### src/rtl/tsb_pkg.sv
package tsb_pkg;

   typedef enum logic [1:0] {
      ST_IDLE    = 2'd0,
      ST_SHIELD1 = 2'd1,
      ST_SEND2   = 2'd2,
      ST_SHIELD2 = 2'd3
   } tsb_state_e;

endpackage

### src/rtl/tsb_code_map.sv
module tsb_code_map #(
   parameter int DATA_W = 4,
   parameter int LINE_W = 3
) (
   input  logic [DATA_W-1:0] data,
   output logic [LINE_W-1:0] first_w,
   output logic [LINE_W-1:0] second_w
);

   localparam int N_ITEMS = 1 << DATA_W;
   localparam int N_WORDS = 1 << LINE_W;
   localparam int PAIR_W  = 2 * LINE_W;

   // true when no two neighbouring lines move in opposite directions
   function automatic bit clean_pair(input logic [LINE_W-1:0] a,
                                     input logic [LINE_W-1:0] b);
      for (int i = 0; i < LINE_W - 1; i++) begin
         if ((!a[i] && b[i] && a[i+1] && !b[i+1]) ||
             (a[i] && !b[i] && !a[i+1] && b[i+1]))
            return 1'b0;
      end
      return 1'b1;
   endfunction

   function automatic int count_valid();
      int n;
      n = 0;
      for (int a = 1; a < N_WORDS; a++)
         for (int b = 1; b < N_WORDS; b++)
            if (clean_pair(LINE_W'(a), LINE_W'(b)))
               n++;
      return n;
   endfunction

   function automatic logic [PAIR_W-1:0] pick(input int k);
      int n;
      n = 0;
      for (int a = 1; a < N_WORDS; a++)
         for (int b = 1; b < N_WORDS; b++)
            if (clean_pair(LINE_W'(a), LINE_W'(b))) begin
               if (n == k)
                  return {LINE_W'(a), LINE_W'(b)};
               n++;
            end
      return '0;
   endfunction

   if (count_valid() < N_ITEMS) begin : g_short_table
      $error("tsb_code_map: too few clean nonzero pairs for DATA_W");
   end

   logic [PAIR_W-1:0] tab [N_ITEMS];

   for (genvar g = 0; g < N_ITEMS; g++) begin : g_tab
      assign tab[g] = pick(g);
   end

   assign {first_w, second_w} = tab[data];

endmodule

### src/rtl/tsb_mid_unit.sv
module tsb_mid_unit #(
   parameter int LINE_W = 3
) (
   input  logic [LINE_W-1:0] cur,
   input  logic [LINE_W-1:0] nxt,
   output logic              flag
);

   localparam int N_INNER = LINE_W - 2;

   logic [LINE_W-1:0]  rise, fall;
   logic [N_INNER-1:0] hit;

   assign rise = ~cur & nxt;
   assign fall = cur & ~nxt;

   for (genvar g = 1; g <= N_INNER; g++) begin : g_inner
      assign hit[g-1] = (rise[g] & fall[g-1] & fall[g+1]) |
                        (fall[g] & rise[g-1] & rise[g+1]);
   end

   assign flag = |hit;

endmodule

### src/rtl/tsb_edge_unit.sv
module tsb_edge_unit #(
   parameter int LINE_W = 3
) (
   input  logic [LINE_W-1:0] cur,
   input  logic [LINE_W-1:0] nxt,
   output logic              flag
);

   logic [LINE_W-1:0] rise, fall;
   logic              lo_hit, hi_hit;

   assign rise = ~cur & nxt;
   assign fall = cur & ~nxt;

   assign lo_hit = (rise[0] & fall[1]) | (fall[0] & rise[1]);
   assign hi_hit = (rise[LINE_W-1] & fall[LINE_W-2]) |
                   (fall[LINE_W-1] & rise[LINE_W-2]);

   assign flag = lo_hit | hi_hit;

endmodule

### src/rtl/tsb_xtalk_check.sv
module tsb_xtalk_check #(
   parameter int LINE_W     = 3,
   parameter bit EDGE_CHECK = 1'b1
) (
   input  logic [LINE_W-1:0] cur,
   input  logic [LINE_W-1:0] nxt,
   output logic              flag
);

   logic mid_flag, edge_flag;

   tsb_mid_unit #(.LINE_W(LINE_W)) u_mid (
      .cur  (cur),
      .nxt  (nxt),
      .flag (mid_flag)
   );

   if (EDGE_CHECK) begin : g_edge
      tsb_edge_unit #(.LINE_W(LINE_W)) u_edge (
         .cur  (cur),
         .nxt  (nxt),
         .flag (edge_flag)
      );
   end else begin : g_no_edge
      assign edge_flag = 1'b0;
   end

   assign flag = mid_flag | edge_flag;

endmodule

### src/rtl/tsb_encoder.sv
module tsb_encoder #(
   parameter int DATA_W     = 4,
   parameter int LINE_W     = 3,
   parameter bit EDGE_CHECK = 1'b1
) (
   input  logic              clk,
   input  logic              rst_n,
   input  logic              in_valid,
   output logic              in_ready,
   input  logic [DATA_W-1:0] in_data,
   output logic [LINE_W-1:0] bus_out
);

   import tsb_pkg::*;

   if (LINE_W != 3) begin : g_bad_lines
      $error("tsb_encoder: one lane group of exactly three lines is supported");
   end
   if (DATA_W < 1 || DATA_W > 4) begin : g_bad_data
      $error("tsb_encoder: DATA_W must lie in 1..4");
   end

   tsb_state_e        state_q, state_n;
   logic [LINE_W-1:0] bus_q, bus_n;
   logic [LINE_W-1:0] held1_q, held1_n;
   logic [LINE_W-1:0] held2_q, held2_n;
   logic [LINE_W-1:0] map_first, map_second;
   logic [LINE_W-1:0] cand;
   logic              clash;

   tsb_code_map #(.DATA_W(DATA_W), .LINE_W(LINE_W)) u_map (
      .data     (in_data),
      .first_w  (map_first),
      .second_w (map_second)
   );

   // word due next: a fresh first word, or the held second word
   assign cand = (state_q == ST_IDLE) ? map_first : held2_q;

   tsb_xtalk_check #(.LINE_W(LINE_W), .EDGE_CHECK(EDGE_CHECK)) u_chk_path (
      .cur  (bus_q),
      .nxt  (cand),
      .flag (clash)
   );

   always_comb begin
      state_n = state_q;
      bus_n   = bus_q;
      held1_n = held1_q;
      held2_n = held2_q;
      unique case (state_q)
         ST_IDLE: begin
            if (in_valid) begin
               held2_n = map_second;
               if (clash) begin
                  bus_n   = '0;
                  held1_n = map_first;
                  state_n = ST_SHIELD1;
               end else begin
                  bus_n   = map_first;
                  state_n = ST_SEND2;
               end
            end
         end
         ST_SHIELD1: begin
            bus_n   = held1_q;
            state_n = ST_SEND2;
         end
         ST_SEND2: begin
            if (clash) begin
               bus_n   = '0;
               state_n = ST_SHIELD2;
            end else begin
               bus_n   = held2_q;
               state_n = ST_IDLE;
            end
         end
         ST_SHIELD2: begin
            bus_n   = held2_q;
            state_n = ST_IDLE;
         end
         default: state_n = ST_IDLE;
      endcase
   end

   always_ff @(posedge clk or negedge rst_n) begin
      if (!rst_n) begin
         state_q <= ST_IDLE;
         bus_q   <= '0;
         held1_q <= '0;
         held2_q <= '0;
      end else begin
         state_q <= state_n;
         bus_q   <= bus_n;
         held1_q <= held1_n;
         held2_q <= held2_n;
      end
   end

   assign in_ready = (state_q == ST_IDLE);
   assign bus_out  = bus_q;

endmodule

### config.mk
export PLATFORM = sky130hd
export DESIGN_NAME = tsb_encoder
export DESIGN_NICKNAME = d
export VERILOG_FILES = /design/src/rtl/tsb_pkg.sv /design/src/rtl/tsb_code_map.sv /design/src/rtl/tsb_mid_unit.sv /design/src/rtl/tsb_edge_unit.sv /design/src/rtl/tsb_xtalk_check.sv /design/src/rtl/tsb_encoder.sv
export SDC_FILE = /design/constraint.sdc
export NUM_CORES = 1
export LEC_CHECK = 0
export BUFFER_PORTS_ARGS = -buffer_cell sky130_fd_sc_hd__buf_2
export CORE_MARGIN = 2
export CORE_UTILIZATION = 49
export DETAILED_ROUTE_END_ITERATION = 6
export PLACE_DENSITY_LB_ADDON = 0.25
export SLEW_MARGIN = 15
export SYNTH_ARGS = -nofsm -noshare
export SYNTH_HDL_FRONTEND = slang
export SYNTH_SLANG_ARGS = --single-unit
### constraint.sdc
create_clock -name clk -period 2 [get_ports clk]
set_input_delay 0.6 -clock clk [delete_from_list [all_inputs] [get_ports clk]]
set_output_delay 0.6 -clock clk [all_outputs]
set_load 0.01 [all_outputs]
After elaboration in Yosys (flattened, before gate mapping)
Memories as Yosys holds them, arrays and structs flattened.
Cells that the tools add are included.

word-level totals
  output and inout port bits = 4
  register bits = 11
  logic and storage cells = 40
  bits of input ports = 7
  memories kept = 1
  memory bits (read-only) = 96
  latch bits = 0
  memory bits (writable) = 0

memories
  name             words  bits a word  read ports  clocked after Yosys merged registers in  wr ports  line                source
  (no name shown)  16     6            1           0                                        0         tsb_code_map.sv:58  assign {first_w, second_w} = tab[data];

operators by class
  reductions and logical operators = 3
  add/sub/neg operators = 0
  div/mod/pow operators = 0
  bitwise gates (word level) = 16
  multipliers = 0
  $lt $le $gt $ge = 1
  equality and inequality tests = 4
  shift-type cells = 0
  muxes and demuxes = 11

operators by type and width
  kind                  number
  $mux W3               4
  $mux W6               2
  $pmux W3 S4           1
  $pmux W2 S4           1
  $and A1 B1 Y1         6
  $and A3 B3 Y3         2
  $mux W2               3
  $not A3 Y3            2
  $ge A5 B5 Y1 const B  1
  $not A4 Y5            1
  $or A1 B1 Y1          5
  $eq A2 B2 Y1 const B  2
  $reduce_and A3 Y1     1
  $eq A2 B1 Y1 const B  1
  $logic_not A2 Y1      1
  $ne A2 B2 Y1 const B  1
  $reduce_and A2 Y1     1

Depth between registers and ports, before layout
Gate-level depths: netlist (run 1).

  depth in word-level cells = 14
  gate-level depth with buffers = 8
  mapped depth without buffers = 8

Hierarchy
Synthesis (run 1) repeated with hierarchy kept, for this count alone.

unflattened totals
  cell total of the unflattened synthesis = 89
  area, all modules = 847.1 µm²

by module, submodules not included
  module           times used  cells each  area an instance (µm²)
  tsb_encoder      1           48          576.8
  tsb_code_map     1           28          171.4
  tsb_mid_unit     1           5           48.8
  tsb_edge_unit    1           7           43.8
  tsb_xtalk_check  1           1           6.3

Least setup slack after synthesis (run 1)
OpenSTA, ideal clock, no wires.

  path type = input to register
  from = input in_data[1]
  to = register held1_q[0]
  stages = 8
  data required time = 1.875 ns
  slack = -0.229 ns
  library setup time = 0.125 ns
  arrival = 2.104 ns
  cell sequence = inv_1 ha_1 mux2i_1 o41ai_2 a22o_2 a22oi_4 nor2_4 mux2_4

on the way
  longest elaborated chain between the ends = 12

ends and longest elaborated chain
  element                                       line                                     source
  start: declaration                            tsb_encoder.sv:10                        input logic [DATA_W-1:0] in_data,
  $not A4 Y5 (implied by the code) *            tsb_code_map.sv:58
  $mem_v2 Z16 W6 *                              -
  $mux W6 (implied by the code) * (2 in a row)  tsb_code_map.sv:58
  $mux W3                                       tsb_encoder.sv:38                        assign cand = (state_q == ST_IDLE) ? map_first : held2_q;
  $not A3 Y3                                    tsb_mid_unit.sv:15, tsb_edge_unit.sv:13
  $and A3 B3 Y3                                 tsb_mid_unit.sv:15, tsb_edge_unit.sv:13
  $and A1 B1 Y1 (on tied branches)              -
  $and A1 B1 Y1 (tied with other cells)         tsb_mid_unit.sv:18                       assign hit[g-1] = (rise[g] & fall[g-1] & fall[g+1]) |
  $or A1 B1 Y1 (on tied branches)               tsb_mid_unit.sv:18, tsb_edge_unit.sv:19
  $or A1 B1 Y1                                  tsb_xtalk_check.sv:28                    assign flag = mid_flag | edge_flag;
  $reduce_and A3 Y1 (no source line)            -
  end signal: assignment                        tsb_encoder.sv:95                        held1_q <= held1_n;
  end: declaration                              tsb_encoder.sv:25                        logic [LINE_W-1:0] held1_q, held1_n;

Mark *: on every way between the ends. The rest lies on a longest branch, timed or not. The select of a mux whose other input is x is not followed.
A chain may end at the register's enable or synchronous reset.

Final worst setup path (run 1)
  from = input in_data[0]
  to = register held1_q[2]

The elaborated chain is that of the path after synthesis.

==> results.tsv, run 1 <==
metric	value	unit
Post-Syn Area	797	sq um
failing checks	setup timing	
GP Congestion	0.860	
total global routing track utilization	22.2	%
first-pass GRT wire length	3190	microns
placed cell areas	983	sq um
cell count after placement	120	
layout cells sized above 1	43.8	%
number of enable flip-flop cells after synthesis	0	
vias	727	
Yosys cell types	33	
hold slack	196	ps
Setup violations, final	4	
Avg Cell Area, Syn	9.60	sq um
synthesized flop and latch total	11	
r2r startpoint	state_q[0]	
setup slack after layout	-30.3	ps
Yosys Warn Count	0	
setup slack at placement	-372	ps
CTS sink cnt	11	
final wirelength	1940	microns
fin crit period	2030	ps
Hold WC Path Type	in -> async	
period utilization	102	%
Register-to-Register Setup Slack	50	ps
drt first pass iters	4	
Max Freq	493	MHz
Post-synth ARST share	100	%
IO Count	11	
Tightest Pin Transition	356	ps
row count	14	
nature of the critical path startpoint	primary input	
nets	124	
vias per std cell	5.68	
initial antenna violation count	0	
clk slew on worst S/H paths	60	ps
largest net degree at the start of global routing	12	
status	complete, but fails checks	
hpwl dp	1460	microns
crit path DAT	2180	ps
static leakage	0.526	nW
most frequent cell after synthesis	dfrtp_1	
peak supply drop	0.000931	V
pwr dens	1290	nW/um^2
Skew-Pair Late Insertion Delay	260	ps
fin. max-slew vios	0	
residual DRC count	0	
Root Driver	clkbuf_4	
WP data required	2140	ps
fin area	1110	sq um
Core ar.	1520	sq um
sequential area share after synthesis	34.5	%
kind of critical path	in -> reg	
predominant post-synthesis flop cell	dfrtp_1	
CP Capture Type	flop	
Initial Util	52.3	%
relative slew slack	76.3	%
TritonCTS buffer count	3	
Clock Tree Buf Depth	2	
synth cell count leaders	dfrtp_1, o21ai_0, a21oi_1, nand2_1, nor2_1	
Area growth syn-to-layout	38.8	%
H-tree Lvls	1	
cell taking the most area after synthesis	dfrtp_1	
top cells by area, synth	dfrtp_1, ha_1, o21ai_0	
total negative setup slack	-96.6	ps
Syn Inst Count	83	
R2R depth	6	
Post-Layout Cell Count	128	
RSZ-0062 raised after global routing	yes	
crit path max fanout	5	
final hold vios	0	
number of global-route vias before repair	690	
DRT antenna net count	0	
drt wl/cell	15.1	microns
Layout Skew	2.57	ps
height of the die	44.3	microns
Diodes inserted	0	
Die ar.	1970	sq um
Synth top area share	34.5	%
IO buf count	10	
Syn Nets	94	
Initial DRC Count	12	
Reg-to-Reg End	held1_q[2]	
Die X	44.3	microns
Max-cap violations	0	
GRT overflow	0	
CTS tree	done	
layout make-up:
type | count | area, sq um
fill | 120 | 418
tap | 16 | 20.0
multi-input combinational | 65 | 527
clock buffer | 4 | 26.3
timing repair buffer | 29 | 225
inverter | 3 | 32.5
sequential | 11 | 275
cell usage in the layout (no fill, tap or decap), drive strengths merged, types with 4 or more instances in the layout:
master / count
nor2: 7
ha: 4
a21oi: 5
dfrtp: 11
mux2: 4
buf: 29
clkbuf: 4
nand2: 5
o21ai: 10
per-layer routing:
layer | global-route usage (%) | vias up | wire length [microns]
li1 | - | 365 | -
met2 | 38.5 | 15 | 1020
met3 | 6.12 | 0 | 68
met1 | 29.5 | 347 | 846
met5 | 0 | - | 0
met4 | 0 | 0 | 0
what timing repair did:
item | in CTS | in global routing
buffers inserted | 2 | 2
setup endpoints to repair | 7 | 7
gates resized for setup | 12 | 5
hold buffers | 0 | 0
pin swaps | 5 | 9
endpoints found under the hold margin | 0 | 0
sequential cells by signal, indices dropped and copies added, names as in the netlist:
register,flops
state_q,2
held1_q,3
held2_q,3
bus_out,3
where the power goes:
group / switching, W / internal (W)
Sequential: 0.000113 / 0.000334
Clock: 0.0000646 / 0.0000769
Combinational: 0.000400 / 0.000435
Total: 0.000578 / 0.000846
how the worst max path moves through the flow:
stage / start / endpoint / slack, ps / cells past startpoint
final: in_data[0] / held1_q[2] / -30 / 9
after global routing: in_data[0] / held1_q[0] / -80 / 9
after CTS: in_data[0] / held1_q[2] / -7 / 9
after detailed placement: in_data[1] / held1_q[2] / -370 / 9
after global placement: in_data[1] / held1_q[1] / -340 / 9
after floorplan: in_data[1] / held1_q[0] / -110 / 8
cell families after synthesis:
logic type / share of synthesized area (%)
simple gates: 17.7
compound gates: 25.4
fa+ha+maj: 6.28
mux: 10.8
flops: 34.5
buf+inv: 5.18
worst max-delay path, cell delays in order:
cell and delay [ps]:
buf_8 100, inv_6 50, ha_4 150, mux2i_4 260, o41ai_4 90, a22o_2 270
a22oi_4 280, nor2_4 80, mux2_4 300
through the flow:
stage	util, %	total power (W)
after CTS	70.9	0.00139
after detailed placement	64.5	0.00119
after global placement	64.5	0.00118
after global routing	72.6	0.00153
final	72.6	0.00142
after floorplan	-	0.000939
Note: power is estimated with default switching activity, not from simulation.
==> inputs of run 2 (changes only) <==
--- a/config.mk
+++ b/config.mk
@@ -6,10 +6,13 @@
 export NUM_CORES = 1
 export LEC_CHECK = 0
 export BUFFER_PORTS_ARGS = -buffer_cell sky130_fd_sc_hd__buf_2
+export CELL_PAD_IN_SITES_DETAIL_PLACEMENT = 1
+export CELL_PAD_IN_SITES_GLOBAL_PLACEMENT = 2
 export CORE_MARGIN = 2
-export CORE_UTILIZATION = 49
+export CORE_UTILIZATION = 31
 export DETAILED_ROUTE_END_ITERATION = 6
 export PLACE_DENSITY_LB_ADDON = 0.25
+export SETUP_SLACK_MARGIN = 0.02
 export SLEW_MARGIN = 15
 export SYNTH_ARGS = -nofsm -noshare
 export SYNTH_HDL_FRONTEND = slang
==> run 2 against run 1 <==
Effect of this change: the flow now finishes without violations; count of clock-buffer cells in the layout unchanged; via count decreased by 0.14%; clock power increased by 5%; sequential power decreased by 1%; setup slack improved by 40 ps; die area increased by 52%; first-iteration DRC count decreased by 83%; utilization decreased by 29 points; maximum frequency increased by 2.0%; critical endpoint is now held1_q[0]; highest routed layer is now met4.
==> results.tsv, run 2 (same netlist as run 1, synthesis figures left out) <==
metric	value	unit
Die ar.	2990	sq um
Area growth syn-to-layout	35.5	%
final wirelength	2090	microns
number of global-route vias before repair	757	
vias per std cell	5.26	
H-tree Lvls	1	
Fillers	288	
CTS sink cnt	11	
relative slew slack	80.8	%
nature of the critical path startpoint	primary input	
Max-cap violations	0	
row count	18	
fin crit period	1990	ps
Layout Skew	3.65	ps
Multi-input gate area	517	sq um
IO Count	11	
crit path max fanout	4	
height of the die	54.7	microns
period utilization	99.5	%
final core utilization	44.0	%
kind of critical path	in -> reg	
nets	120	
initial antenna violation count	0	
crit path DAT	2140	ps
fin. max-slew vios	0	
Initial DRC Count	2	
GP Congestion	0.770	
hold slack	192	ps
layout cells sized above 1	39.8	%
Die X	54.7	microns
Sequential Area	275	sq um
Max Freq	503	MHz
Core ar.	2450	sq um
most frequent cells in the layout	buf_4, dfrtp_1, o21ai_0	
RSZ-0062 raised after global routing	yes	
pwr dens	1270	nW/um^2
Initial Util	32.5	%
drt wl/cell	15.1	microns
peak supply drop	0.000604	V
clk slew on worst S/H paths	70	ps
Setup violations, final	0	
static leakage	0.505	nW
Skew-Pair Late Insertion Delay	270	ps
Diodes inserted	0	
largest net degree at the start of global routing	14	
WP data required	2150	ps
status	finished clean	
drt first pass iters	3	
DRT antenna net count	0	
residual DRC count	0	
GRT overflow	0	
hpwl dp	1620	microns
CP Capture Type	flop	
Tightest Pin Transition	288	ps
total global routing track utilization	16.3	%
first-pass GRT wire length	3430	microns
total negative setup slack	0	ps
final hold vios	0	
IO buf count	10	
Clock Tree Buf Depth	2	
Hold WC Path Type	in -> async	
vias	726	
CTS tree	done	
commonest non-fill, non-tap cell in the layout	buf_4	
Root Driver	clkbuf_4	
TritonCTS buffer count	3	
## run 2: changes by cell type in the layout (fill, tap and decap cells not counted), sizes merged
| cell | before | now |
|---|---|---|
| buf | 29 | 25 |
## run 2: layout make-up
class	instances	area share (%)
Tap cell	30	3.48
Sequential cell	11	25.5
Clock buffer	4	2.43
Multi-Input combinational cell	65	47.9
Timing Repair Buffer	25	17.7
Inverter	3	3.01
## run 2: per-layer routing
layer / global-route usage [%] / vias to the layer above / part of all wire (%)
li1: - / 358 / -
met1: 18.8 / 358 / 46
met2: 29.2 / 8 / 50
met3: 4.92 / 2 / 3.0
met4: 3.75 / 0 / 0.72
met5: 0 / - / 0
## run 2: worst paths after layout
check	start	to	slack, ps	cells after the start
max	in_data[1]	held1_q[0]	10	9
min	rst_n	bus_out[0]	190	1
max reg2reg	state_q[1]	held1_q[0]	120	6
min reg2reg	held2_q[1]	held2_q[1]	510	2
max in group asynchronous	rst_n	held2_q[2]	1600	1
min in group clk	held2_q[1]	held2_q[1]	510	2
## run 2: critical path: stages
cell	delay, ps
buf_12	120
inv_16	40
ha_4	140
mux2i_4	260
o41ai_4	90
a22o_2	290
a22oi_4	230
nor2_4	80
mux2_4	300
## run 2: through the flow
| step | setup slack, ps | instance area (sq um) | total power [W] | cells |
|---|---|---|---|---|
| 2_1_floorplan | -110 | 831 | 0.000939 | 83 |
| 3_3_place_gp | -354 | 986 | 0.00117 | 132 |
| 3_5_place_dp | -381 | 986 | 0.00118 | 132 |
| 4_1_cts | 23.0 | 1060 | 0.00138 | 137 |
| 5_1_grt | -72.1 | 1080 | 0.00149 | 138 |
| 6_report | 10.1 | 1080 | 0.00137 | 138 |
## run 2: timing repair
action | CTS | global route
setup endpoints to repair | 7 | 7
pin swaps | 5 | 0
resized for setup | 9 | 3
hold buffers | 0 | 0
cloned | 0 | 0
setup buffers | 1 | 1
## run 2: power by group
part / switching [W] / total [W] / leakage, nW / internal [W]
sequential: 0.000107 / 0.000441 / 0.134 / 0.000334
clock: 0.0000717 / 0.000149 / 0.0150 / 0.0000772
combinational: 0.000387 / 0.000783 / 0.355 / 0.000396
total: 0.000566 / 0.00137 / 0.505 / 0.000807
==> inputs of run 3 (changes only) <==
--- a/config.mk
+++ b/config.mk
@@ -12,6 +12,7 @@
 export CORE_UTILIZATION = 31
 export DETAILED_ROUTE_END_ITERATION = 6
 export PLACE_DENSITY_LB_ADDON = 0.25
+export RECOVER_POWER = 50
 export SETUP_SLACK_MARGIN = 0.02
 export SLEW_MARGIN = 15
 export SYNTH_ARGS = -nofsm -noshare
==> run 3 against run 2 <==
Effect of this change: setup slack unchanged; maximum frequency unchanged; sequential power about the same; combinational power about the same; highest routed layer unchanged; critical endpoint unchanged; register-to-register slack about the same.
==> results.tsv, run 3 (same netlist as run 1, synthesis figures left out) <==
metric	value	unit
hold slack	311	ps
fin. max-slew vios	0	
kind of critical path	in -> reg	
WP data required	2150	ps
Logic pwr share	57.0	%
pwr dens	1270	nW/um^2
DRT antenna net count	0	
Root Driver	clkbuf_4	
CTS sink cnt	11	
IO buf count	10	
Register-to-Register Setup Slack	120	ps
Die ar.	2990	sq um
Multi-input gate area	517	sq um
vias per std cell	5.26	
clk slew on worst S/H paths	70	ps
Max Freq	503	MHz
GP Congestion	0.770	
switching pwr	0.000566	W
number of global-route vias before repair	757	
R2R depth	6	
Die X	54.7	microns
Reg-to-Reg End	held1_q[0]	
crit path DAT	2140	ps
crit path max fanout	4	
Setup violations, final	0	
total global routing track utilization	16.3	%
Internal	0.000807	W
vias	726	
layout cells sized above 1	38.9	%
Hold WC Path Type	in -> async	
drt wl/cell	15.1	microns
residual DRC count	0	
row count	18	
final core utilization	43.9	%
Diodes inserted	0	
status	finished clean	
Core ar.	2450	sq um
Layout Skew	3.65	ps
most frequent cells in the layout	buf_4, dfrtp_1, o21ai_0	
H-tree Lvls	1	
nets	120	
Fillers	289	
peak supply drop	0.000604	V
final hold vios	0	
final wirelength	2090	microns
fin crit period	1990	ps
Initial DRC Count	2	
static leakage	0.502	nW
Sequential Area	275	sq um
TritonCTS buffer count	3	
first-pass GRT wire length	3430	microns
commonest non-fill, non-tap cell in the layout	buf_4	
hpwl dp	1620	microns
height of the die	54.7	microns
Clock Tree Buf Depth	2	
IO Count	11	
drt first pass iters	3	
clock share of power	10.8	%
Initial Util	32.5	%
RSZ-0062 raised after global routing	yes	
Tightest Pin Transition	608	ps
initial antenna violation count	0	
Flop pwr share	32.1	%
CTS Hold Bufs	0	
r2r startpoint	state_q[1]	
period utilization	99.5	%
Max-cap violations	0	
CTS tree	done	
GRT overflow	0	
nature of the critical path startpoint	primary input	
Net Sw Frac	41.2	%
CP Capture Type	flop	
largest net degree at the start of global routing	14	
Skew-Pair Late Insertion Delay	270	ps
Area growth syn-to-layout	35.3	%
relative slew slack	59.5	%
-- run 3: cell types whose count changed in the layout (fill, tap and decap cells not counted) --
cell,previous run,this run
clkbuf_1,1,2
buf_2,8,7
-- run 3: worst max-delay path by stage --
stage / slack [ps] / endpoint / start / cells after the start
floorplan: -110 / held1_q[0] / in_data[1] / 8
global route: -70 / state_q[1] / in_data[1] / 10
finish: 10 / held1_q[0] / in_data[1] / 9
CTS: 20 / held1_q[0] / in_data[1] / 8
global placement: -350 / held1_q[2] / in_data[1] / 9
detailed placement: -380 / held1_q[0] / in_data[1] / 9
-- run 3: per-stage QoR --
step | instance area (sq um) | instances | power (W) | setup WS, ps | setup TNS [ps]
after floorplan | 831 | 83 | 0.000939 | -110 | -331
after global placement | 986 | 132 | 0.00117 | -354 | -2440
after detailed placement | 986 | 132 | 0.00118 | -381 | -2650
after CTS | 1060 | 137 | 0.00138 | 23.0 | 0
after global routing | 1080 | 138 | 0.00149 | -72.1 | -363
final | 1080 | 138 | 0.00137 | 10.1 | 0
-- run 3: repair_timing --
| item | CTS | global route |
|---|---|---|
| setup buffers | 1 | 1 |
| pin swaps | 5 | 0 |
| resized for setup | 9 | 3 |
| endpoints found under the hold margin | 0 | 0 |
| endpoints found under the setup margin | 7 | 7 |
-- run 3: cell type report --
class / count / share of cell area (%)
repair buffers: 25 / 17.6
multi-input cells: 65 / 47.9
inverters: 3 / 3.02
flip-flops and latches: 11 / 25.5
clock buffers: 4 / 2.44
well taps: 30 / 3.48
-- run 3: critical path: stages --
cell     delay (ps)
buf_12          120
inv_16           40
ha_4            140
mux2i_4         260
o41ai_4          90
a22o_2          290
a22oi_4         230
nor2_4           80
mux2_4          300
-- run 3: power by group through the flow --
stage          sequential [W]  clock, W  combinational (W)
5_1_grt              0.000453  0.000173           0.000864
2_1_floorplan        0.000419         0           0.000520
3_3_place_gp         0.000436         0           0.000736
3_5_place_dp         0.000438         0           0.000746
4_1_cts              0.000437  0.000157           0.000782
6_report             0.000441  0.000149           0.000783
-- run 3: routing by layer --
metal	wire, microns	vias to the layer above	global-route usage [%]
met5	0	-	0
met3	61	2	4.92
met2	1050	8	29.2
met1	960	358	18.8
li1	-	358	-
met4	15	0	3.75
